--- src/rtl/mvm_pkg.sv ---
package mvm_pkg;

  // Number of registered adder levels for n leaves (at least one stage).
  function automatic int tree_depth(input int n);
    return (n <= 1) ? 1 : $clog2(n);
  endfunction

endpackage

--- src/rtl/mvm_row_tree.sv ---
module mvm_row_tree
  import mvm_pkg::*;
#(
  parameter int COLS = 4,
  parameter int SW   = 18
) (
  input  logic                 clk,
  input  logic                 adv,
  input  logic signed [SW-1:0] leaf [COLS],
  output logic signed [SW-1:0] sum
);

  localparam int DEPTH = tree_depth(COLS);

  // Level l holds partial sums; slots past the live node count stay zero.
  logic signed [SW-1:0] lvl_q [DEPTH][COLS];

  // Pairwise reduction of one slot: two children, a lone child, or nothing.
  function automatic logic signed [SW-1:0] pair_sum(
    input logic signed [SW-1:0] v [COLS],
    input int                   j
  );
    if (2*j + 1 < COLS)  return v[2*j] + v[2*j+1];
    else if (2*j < COLS) return v[2*j];
    else                 return '0;
  endfunction

  always_ff @(posedge clk) begin
    if (adv) begin
      for (int l = 0; l < DEPTH; l++) begin
        for (int j = 0; j < COLS; j++) begin
          if (l == 0) lvl_q[0][j] <= pair_sum(leaf, j);
          else        lvl_q[l][j] <= pair_sum(lvl_q[l-1], j);
        end
      end
    end
  end

  assign sum = lvl_q[DEPTH-1][0];

endmodule

--- src/rtl/mvm_core.sv ---
module mvm_core
  import mvm_pkg::*;
#(
  parameter int ROWS = 4,
  parameter int COLS = 4,
  parameter int KW   = 8,
  parameter int XW   = 8,
  localparam int DEPTH = tree_depth(COLS),
  localparam int YW    = KW + XW + DEPTH
) (
  input  logic                   clk,
  input  logic                   rst_n,
  input  logic                   adv,
  input  logic                   in_valid,
  input  logic [ROWS*COLS*KW-1:0] kmat,
  input  logic [COLS*XW-1:0]     xvec,
  output logic                   out_valid,
  output logic [ROWS*YW-1:0]     yvec
);

  localparam int PW = KW + XW;

  // Exact signed product, sign-extended to the result width.
  function automatic logic signed [YW-1:0] elem_prod(
    input logic signed [KW-1:0] a,
    input logic signed [XW-1:0] b
  );
    logic signed [PW-1:0] p;
    p = a * b;
    return YW'(p);
  endfunction

  for (genvar r = 0; r < ROWS; r++) begin : g_row
    logic signed [YW-1:0] leaf [COLS];
    logic signed [YW-1:0] row_sum;
    for (genvar c = 0; c < COLS; c++) begin : g_col
      assign leaf[c] = elem_prod(kmat[(r*COLS+c)*KW +: KW], xvec[c*XW +: XW]);
    end
    mvm_row_tree #(.COLS(COLS), .SW(YW)) u_tree (
      .clk  (clk),
      .adv  (adv),
      .leaf (leaf),
      .sum  (row_sum)
    );
    assign yvec[r*YW +: YW] = row_sum;
  end

  // Valid bits shadow the tree levels.
  logic [DEPTH-1:0] vld_q;
  always_ff @(posedge clk) begin
    if (!rst_n) begin
      vld_q <= '0;
    end else if (adv) begin
      vld_q[0] <= in_valid;
      for (int i = 1; i < DEPTH; i++) vld_q[i] <= vld_q[i-1];
    end
  end

  assign out_valid = vld_q[DEPTH-1];

  // a frozen pipeline keeps its head result and its data.
  a_r6_stall_holds: assert property (@(posedge clk) disable iff (!rst_n)
    (!adv && out_valid) |=> (out_valid && $stable(yvec)));

endmodule

--- src/rtl/mvm_skid.sv ---
module mvm_skid #(
  parameter int W = 32
) (
  input  logic         clk,
  input  logic         rst_n,
  input  logic         in_valid,
  input  logic [W-1:0] in_data,
  output logic         adv,
  output logic         m_valid,
  input  logic         m_ready,
  output logic [W-1:0] m_data
);

  logic         full_q;
  logic [W-1:0] side_q;

  // Named events for the checks below.
  logic park_ev, drain_ev;
  assign park_ev  = in_valid && !full_q && !m_ready;
  assign drain_ev = full_q && m_ready;

  always_ff @(posedge clk) begin
    if (!rst_n)        full_q <= 1'b0;
    else if (park_ev)  full_q <= 1'b1;
    else if (drain_ev) full_q <= 1'b0;
  end

  always_ff @(posedge clk) begin
    if (park_ev) side_q <= in_data;
  end

  assign adv     = !full_q;
  assign m_valid = full_q || in_valid;
  assign m_data  = full_q ? side_q : in_data;

  // a refused beat stays on the port unchanged.
  a_r4_out_hold: assert property (@(posedge clk) disable iff (!rst_n)
    (m_valid && !m_ready) |=> (m_valid && $stable(m_data)));

  // a refused head beat is parked, not lost.
  a_r5_park_keeps: assert property (@(posedge clk) disable iff (!rst_n)
    park_ev |=> (m_valid && m_data == $past(in_data)));

endmodule

--- src/rtl/mvm_stream.sv ---
module mvm_stream
  import mvm_pkg::*;
#(
  parameter int ROWS = 4,
  parameter int COLS = 4,
  parameter int KW   = 8,
  parameter int XW   = 8,
  localparam int YW  = KW + XW + tree_depth(COLS)
) (
  input  logic                    clk,
  input  logic                    rst_n,
  input  logic                    s_valid,
  output logic                    s_ready,
  input  logic [ROWS*COLS*KW-1:0] s_kmat,
  input  logic [COLS*XW-1:0]      s_xvec,
  output logic                    m_valid,
  input  logic                    m_ready,
  output logic [ROWS*YW-1:0]      m_yvec
);

  logic                 adv;
  logic                 core_valid;
  logic [ROWS*YW-1:0]   core_y;

  mvm_core #(.ROWS(ROWS), .COLS(COLS), .KW(KW), .XW(XW)) u_core (
    .clk       (clk),
    .rst_n     (rst_n),
    .adv       (adv),
    .in_valid  (s_valid),
    .kmat      (s_kmat),
    .xvec      (s_xvec),
    .out_valid (core_valid),
    .yvec      (core_y)
  );

  mvm_skid #(.W(ROWS*YW)) u_skid (
    .clk      (clk),
    .rst_n    (rst_n),
    .in_valid (core_valid),
    .in_data  (core_y),
    .adv      (adv),
    .m_valid  (m_valid),
    .m_ready  (m_ready),
    .m_data   (m_yvec)
  );

  assign s_ready = adv;

  // input ready only drops after an output stall.
  a_r3_ready_drop_cause: assert property (@(posedge clk) disable iff (!rst_n)
    $fell(s_ready) |-> $past(m_valid && !m_ready));

  // input ready only returns after the consumer took a beat.
  a_r6_ready_return_cause: assert property (@(posedge clk) disable iff (!rst_n)
    $rose(s_ready) |-> $past(m_ready));

endmodule

--- config.mk ---
export PLATFORM = sky130hd
export DESIGN_NAME = mvm_stream
export DESIGN_NICKNAME = d
export VERILOG_FILES = /design/src/rtl/mvm_pkg.sv /design/src/rtl/mvm_row_tree.sv /design/src/rtl/mvm_core.sv /design/src/rtl/mvm_skid.sv /design/src/rtl/mvm_stream.sv
export SDC_FILE = /design/constraint.sdc
export NUM_CORES = 2
export LEC_CHECK = 0
export ABC_AREA = 1
export CAP_MARGIN = 20
export CORE_MARGIN = 1.5
export CORE_UTILIZATION = 35
export CTS_CLUSTER_DIAMETER = 80
export DETAILED_ROUTE_END_ITERATION = 8
export SLEW_MARGIN = 5
export SYNTH_ARGS = -nofsm -noshare
export SYNTH_HDL_FRONTEND = slang
export SYNTH_SLANG_ARGS = --single-unit
--- constraint.sdc ---
create_clock -name clk -period 11.6 [get_ports clk]
set_input_delay 2.9 -clock clk [delete_from_list [all_inputs] [get_ports clk]]
set_output_delay 2.9 -clock clk [all_outputs]
set_load 0.01 [all_outputs]
After elaboration in Yosys (flattened, before gate mapping)
Memory sizes are Yosys's and may differ from the RTL's.
Cells that the tools add are included.
{ "classes": {"addsub": 16, "reduce_logical": 7, "n_mul": 16, "n_mux": 21} }
{ "ops": {"columns": ["cell", "n"], "rows": [
  ["two-way mux 18 bit", 17],
  ["multiplier 8 x 8 -> 16 bit", 16],
  ["adder 18 bit", 8],
  ["adder 16 x 16 -> 17 bit", 8],
  ["two-way mux 72 bit", 1],
  ["logical AND 1 bit", 3],
  ["two-way mux 1 bit", 3],
  ["zero test 1 bit", 2],
  ["nonzero test 2 bit", 1],
  ["logical OR 1 bit", 1]
]} }
{ "totals": {"memories": 4, "out_inout_bits": 74, "elab_cells": 67, "ff_bits": 75, "ram_bits": 576, "in_bits": 164} }
{ "memory_table": {"columns": ["memory", "depth", "width", "read_ports", "rd_clocked_by_memory_dff", "wr", "line", "source"], "rows": [
  ["u_core.g_row[0].u_tree.lvl_q", 2, 72, 2, 0, 2, "mvm_row_tree.sv:16", "logic signed [SW-1:0] lvl_q [DEPTH][COLS];"],
  ["u_core.g_row[1].u_tree.lvl_q", 2, 72, 2, 0, 2, "mvm_row_tree.sv:16", null],
  ["u_core.g_row[2].u_tree.lvl_q", 2, 72, 2, 0, 2, "mvm_row_tree.sv:16", null],
  ["u_core.g_row[3].u_tree.lvl_q", 2, 72, 2, 0, 2, "mvm_row_tree.sv:16", null]
]} }

Depth between registers and ports, before layout
{ "depth": {"word_depth": 4, "mapped_depth": 27, "depth_no_buf": 26} }

Hierarchy
A second synthesis with hierarchy kept.
{ "hier_totals": {"hier_cells": 8944, "hier_area_um2": 64917.3} }
{ "modules_own_cells": {"columns": ["mod", "area_per_inst_um2", "cells_per_inst", "n_inst", "seq_area_each_um2"], "rows": [
  ["mvm_core", 43699.4, 6247, 1, 40.0],
  ["mvm_row_tree", 4515.6, 596, 4, 1621.6],
  ["mvm_skid", 3155.5, 313, 1, 2182.1]
]} }

Worst setup path before layout
OpenSTA, ideal clock, no wires.
{ "synth_timing": {"path_type": "reg2out", "start": "register u_skid.full_q", "end": "output port m_yvec[62]", "t_required_ns": 8.700, "n_path_buf": 2, "setup_slack_ns": 1.910, "stages_incl_launch_ff": 6, "arrival_time_ns": 6.790, "cell_sequence": "dfxtp_1 > buf_2 > inv_1 > clkbuf_1 > nand2_1 > nand2_1"} }
{ "synth_between": {"elab_chain_cells": 1} }
{ "synth_lines": {"columns": ["element", "line", "source"], "rows": [
  ["start: declaration", "mvm_skid.sv:14", "logic full_q;"],
  ["start signal: assignment", "mvm_skid.sv:23", "if (!rst_n) full_q <= 1'b0;"],
  ["start signal: assignment", "mvm_skid.sv:24", "else if (park_ev) full_q <= 1'b1;"],
  ["start signal: assignment", "mvm_skid.sv:25", "else if (drain_ev) full_q <= 1'b0;"],
  ["two-way mux 72 bit", "mvm_skid.sv:34", "assign m_data = full_q ? side_q : in_data;"],
  ["end: declaration", "mvm_stream.sv:18", "output logic [ROWS*YW-1:0] m_yvec"]
]} }
No other way between the ends.

==> metrics <==
Die ar. 0.1696 mm²; routed vias about 43000; largest net degree at the start of global routing 150; Layout Nets 8794; CP max stage cell clkdlybuf4s50_1; Slew Limit Fails 0; CP max stage delay roughly 1.1 ns; TritonCTS clock tree yes; leading area contributor after synthesis fa_1; Synth top area share 0.3929; port bufs around 240; worst-path fanout max 18; CTS Hold Bufs 0; GRT Overall Usage 0.1882; Synth Area in Adders 0.4982; DRT iter0 DRCs roughly 2300; Area Overhead vs Synth 9.717%; worst slew margin relative to its limit 0.2468; CP endpoint kind flop; multi-input logic area between 0.04 and 0.05 mm²; Rows roughly 150; pre-CTS setup slack 2.055 ns; CP arrival around 9.3 ns; Seq/Total Area, Yosys 0.1448; Hold Path Origin u_core.g_row[0].u_tree.lvl_q[1][60]$_DFFE_PN_; CP bufs+invs 5; Initial Util 0.3537; RePlAce Congestion between 0.9 and 1; critical path class in -> reg; fmax approximately 110 MHz; syn nets between 8000 and 9000; number of max-cap violations 0; largest family of logic cells by synthesized area adder cells; I/O pins ~240; antenna violations before repair 22; die width 411.8 µm; setup bufs post-CTS 0; RR Startpoint u_skid.full_q$_SDFFE_PN0P_; Critical Path RT ~12 ns; core area roughly 0.17 mm²; Worst Tran Pin Value ~1.1 ns; Fill cells roughly 17000; grt ovf 0; sequence of cells on the critical path clkdlybuf4s50_1 -> buf_4 -> nand2_1 -> inv_1 -> fa_1 -> fa_1 -> fa_1 -> fa_1 -> fa_1 -> inv_1 -> fa_1 -> inv_1 -> ha_1 -> nand2_1 -> nor3_1 -> nand3_1 -> nand3_1 -> nand2_1; Fin Setup TNS 0 ns; WL final 153400 µm; most frequent CP cell fa_1; global-route wire length before repair 250500 µm; Max Root-Sink Buffers 3; CTS Root Cell clkbuf_16; Worst Skew about 0.015 ns; most common cell after layout, fill and taps aside inv_1; CP Launch Type primary input; RSZ-0062 raised after global routing false; Cells after Synth 6920; multiplexer share of the synthesized area 0; sequential cell area 0.008472 mm²; commonest cells after routing, fill and taps aside 2033 x inv_1, 1673 x nand2_1, 1148 x fa_1; Final WS setup 2.630 ns; DRT antenna net count 0; layout cells sized above 1 0.02238; worst hold path type reg -> reg; syn_area_per_cell between 8 and 9 µm²; post-route minimum period 8.970 ns; CTS HTree Levels 2; drt first pass iters 5; vias in the first global route 46499; Area contributors post-synth fa_1 39%, edfxtp_1 14%, inv_1 13%; # DRC 0; status finished, final reports clean; Worst Setup SP s_xvec[8]; non-filler cells, final roughly 9000; Worst-Skew Late Latency 0.56 ns; via/cell ratio between 4 and 5; Placed Cells between 9000 and 10000; # setup viols final 0; CP delay by family, top adder cells; final hold vios 0; Die Y roughly 400 µm; Netlist Area Pre-Place 0.05849 mm²; Sink Count ~280; Simple-Gate Fraction of Synth Area 0.1488; clk slew on worst S/H paths ~0.06 ns; hold slack about 0.45 ns; HPWL after DPL approximately 130000 µm; CTS-repair resized insts 0; Seq cells post-synth around 280; CTS Buf Count 34; WL/cell around 17 µm; Warnings, synthesis 0; number of library cell types mapped by synthesis 34; xor/xnor share of the synthesized area 0.02830; period utilisation layout 0.7733; Compound-Gate Fraction of Synth Area 0.03179
-- layout make-up --
type,count,area share
Multi-Input combinational cell,4355,0.6445
Antenna cell,6,0.0002340
Sequential cell,283,0.1320
Inverter,2035,0.1192
Clock buffer,37,0.01377
Timing Repair Buffer,281,0.04262
Clock inverter,23,0.004992
Tap cell,2189,0.04268
-- state kept, by name, summed over array words and instances, names as in the netlist --
register,count
u_skid.side_q,72
u_skid.full_q,1
u_core.vld_q,2
u_core.g_row.u_tree.lvl_q,208
-- worst reg2reg max path: cells and delay by family (launching register included) --
family,cells,cell delay [ns]
buffers and inverters,3,1.44
AND/OR/NAND/NOR,1,0.30
flip-flops,1,0.36
-- cells by family after synthesis --
group	Yosys count
buffers and inverters	2282
AND/OR/NAND/NOR	2189
adder cells (fa/ha/maj)	1640
AO/OA/AOI/OAI	337
flip-flops	283
XOR/XNOR	189
-- cells in the mapped netlist --
cell type and instances:
nand3_1 159, buf_2 6, buf_4 1, a21boi_2 5
xnor2_1 62, fa_1 1148, clkbuf_1 169, dfxtp_1 3
xor2_1 127, o21ai_2 8, o211ai_1 1, nand2_2 11
inv_1 2035, or2_1 1, edfxtp_1 280, a21oi_1 190
o21bai_1 11, clkbuf_2 70, ha_1 492, o21ai_1 2
a21oi_2 3, a31oi_1 8, nor3_1 15, nor2_1 244
nand2_1 1673, buf_1 1, nand4_1 37, or2_2 28
o21ai_0 85, a21boi_1 1, nand3b_1 18, o31ai_1 7
a21o_1 16, and2_1 3
-- final timing paths --
kind                                                        end  slack, ns  cells past startpoint
setup / recovery  u_core.g_row[0].u_tree.lvl_q[0][69]$_DFFE_PN_       2.63                     18
hold / removal                       u_skid.side_q[6]$_DFFE_PP_       0.45                      0
setup reg to reg                    u_skid.side_q[29]$_DFFE_PP_       8.97                      4
hold reg to reg                      u_skid.side_q[6]$_DFFE_PP_       0.45                      0
-- per-stage QoR --
stage / instance area (µm²) / utilization
after floorplan: 58490 / -
after global placement: 62920 / 0.3805
after detailed placement: 62920 / 0.3805
after CTS: 64130 / 0.3878
after global routing: 64170 / 0.3881
final: 64170 / 0.3881
-- routing by layer --
metal,vias up,share of wire,track usage
met5,-,0.00094,0
met3,255,0.044,0.02578
met2,890,0.51,0.3327
li1,20138,-,-
met1,21260,0.42,0.2391
met4,24,0.028,0.05160
Power is left out: the tool's default activity adds up to more than one toggle a clock period on the data nets, which glitch-free logic cannot reach.
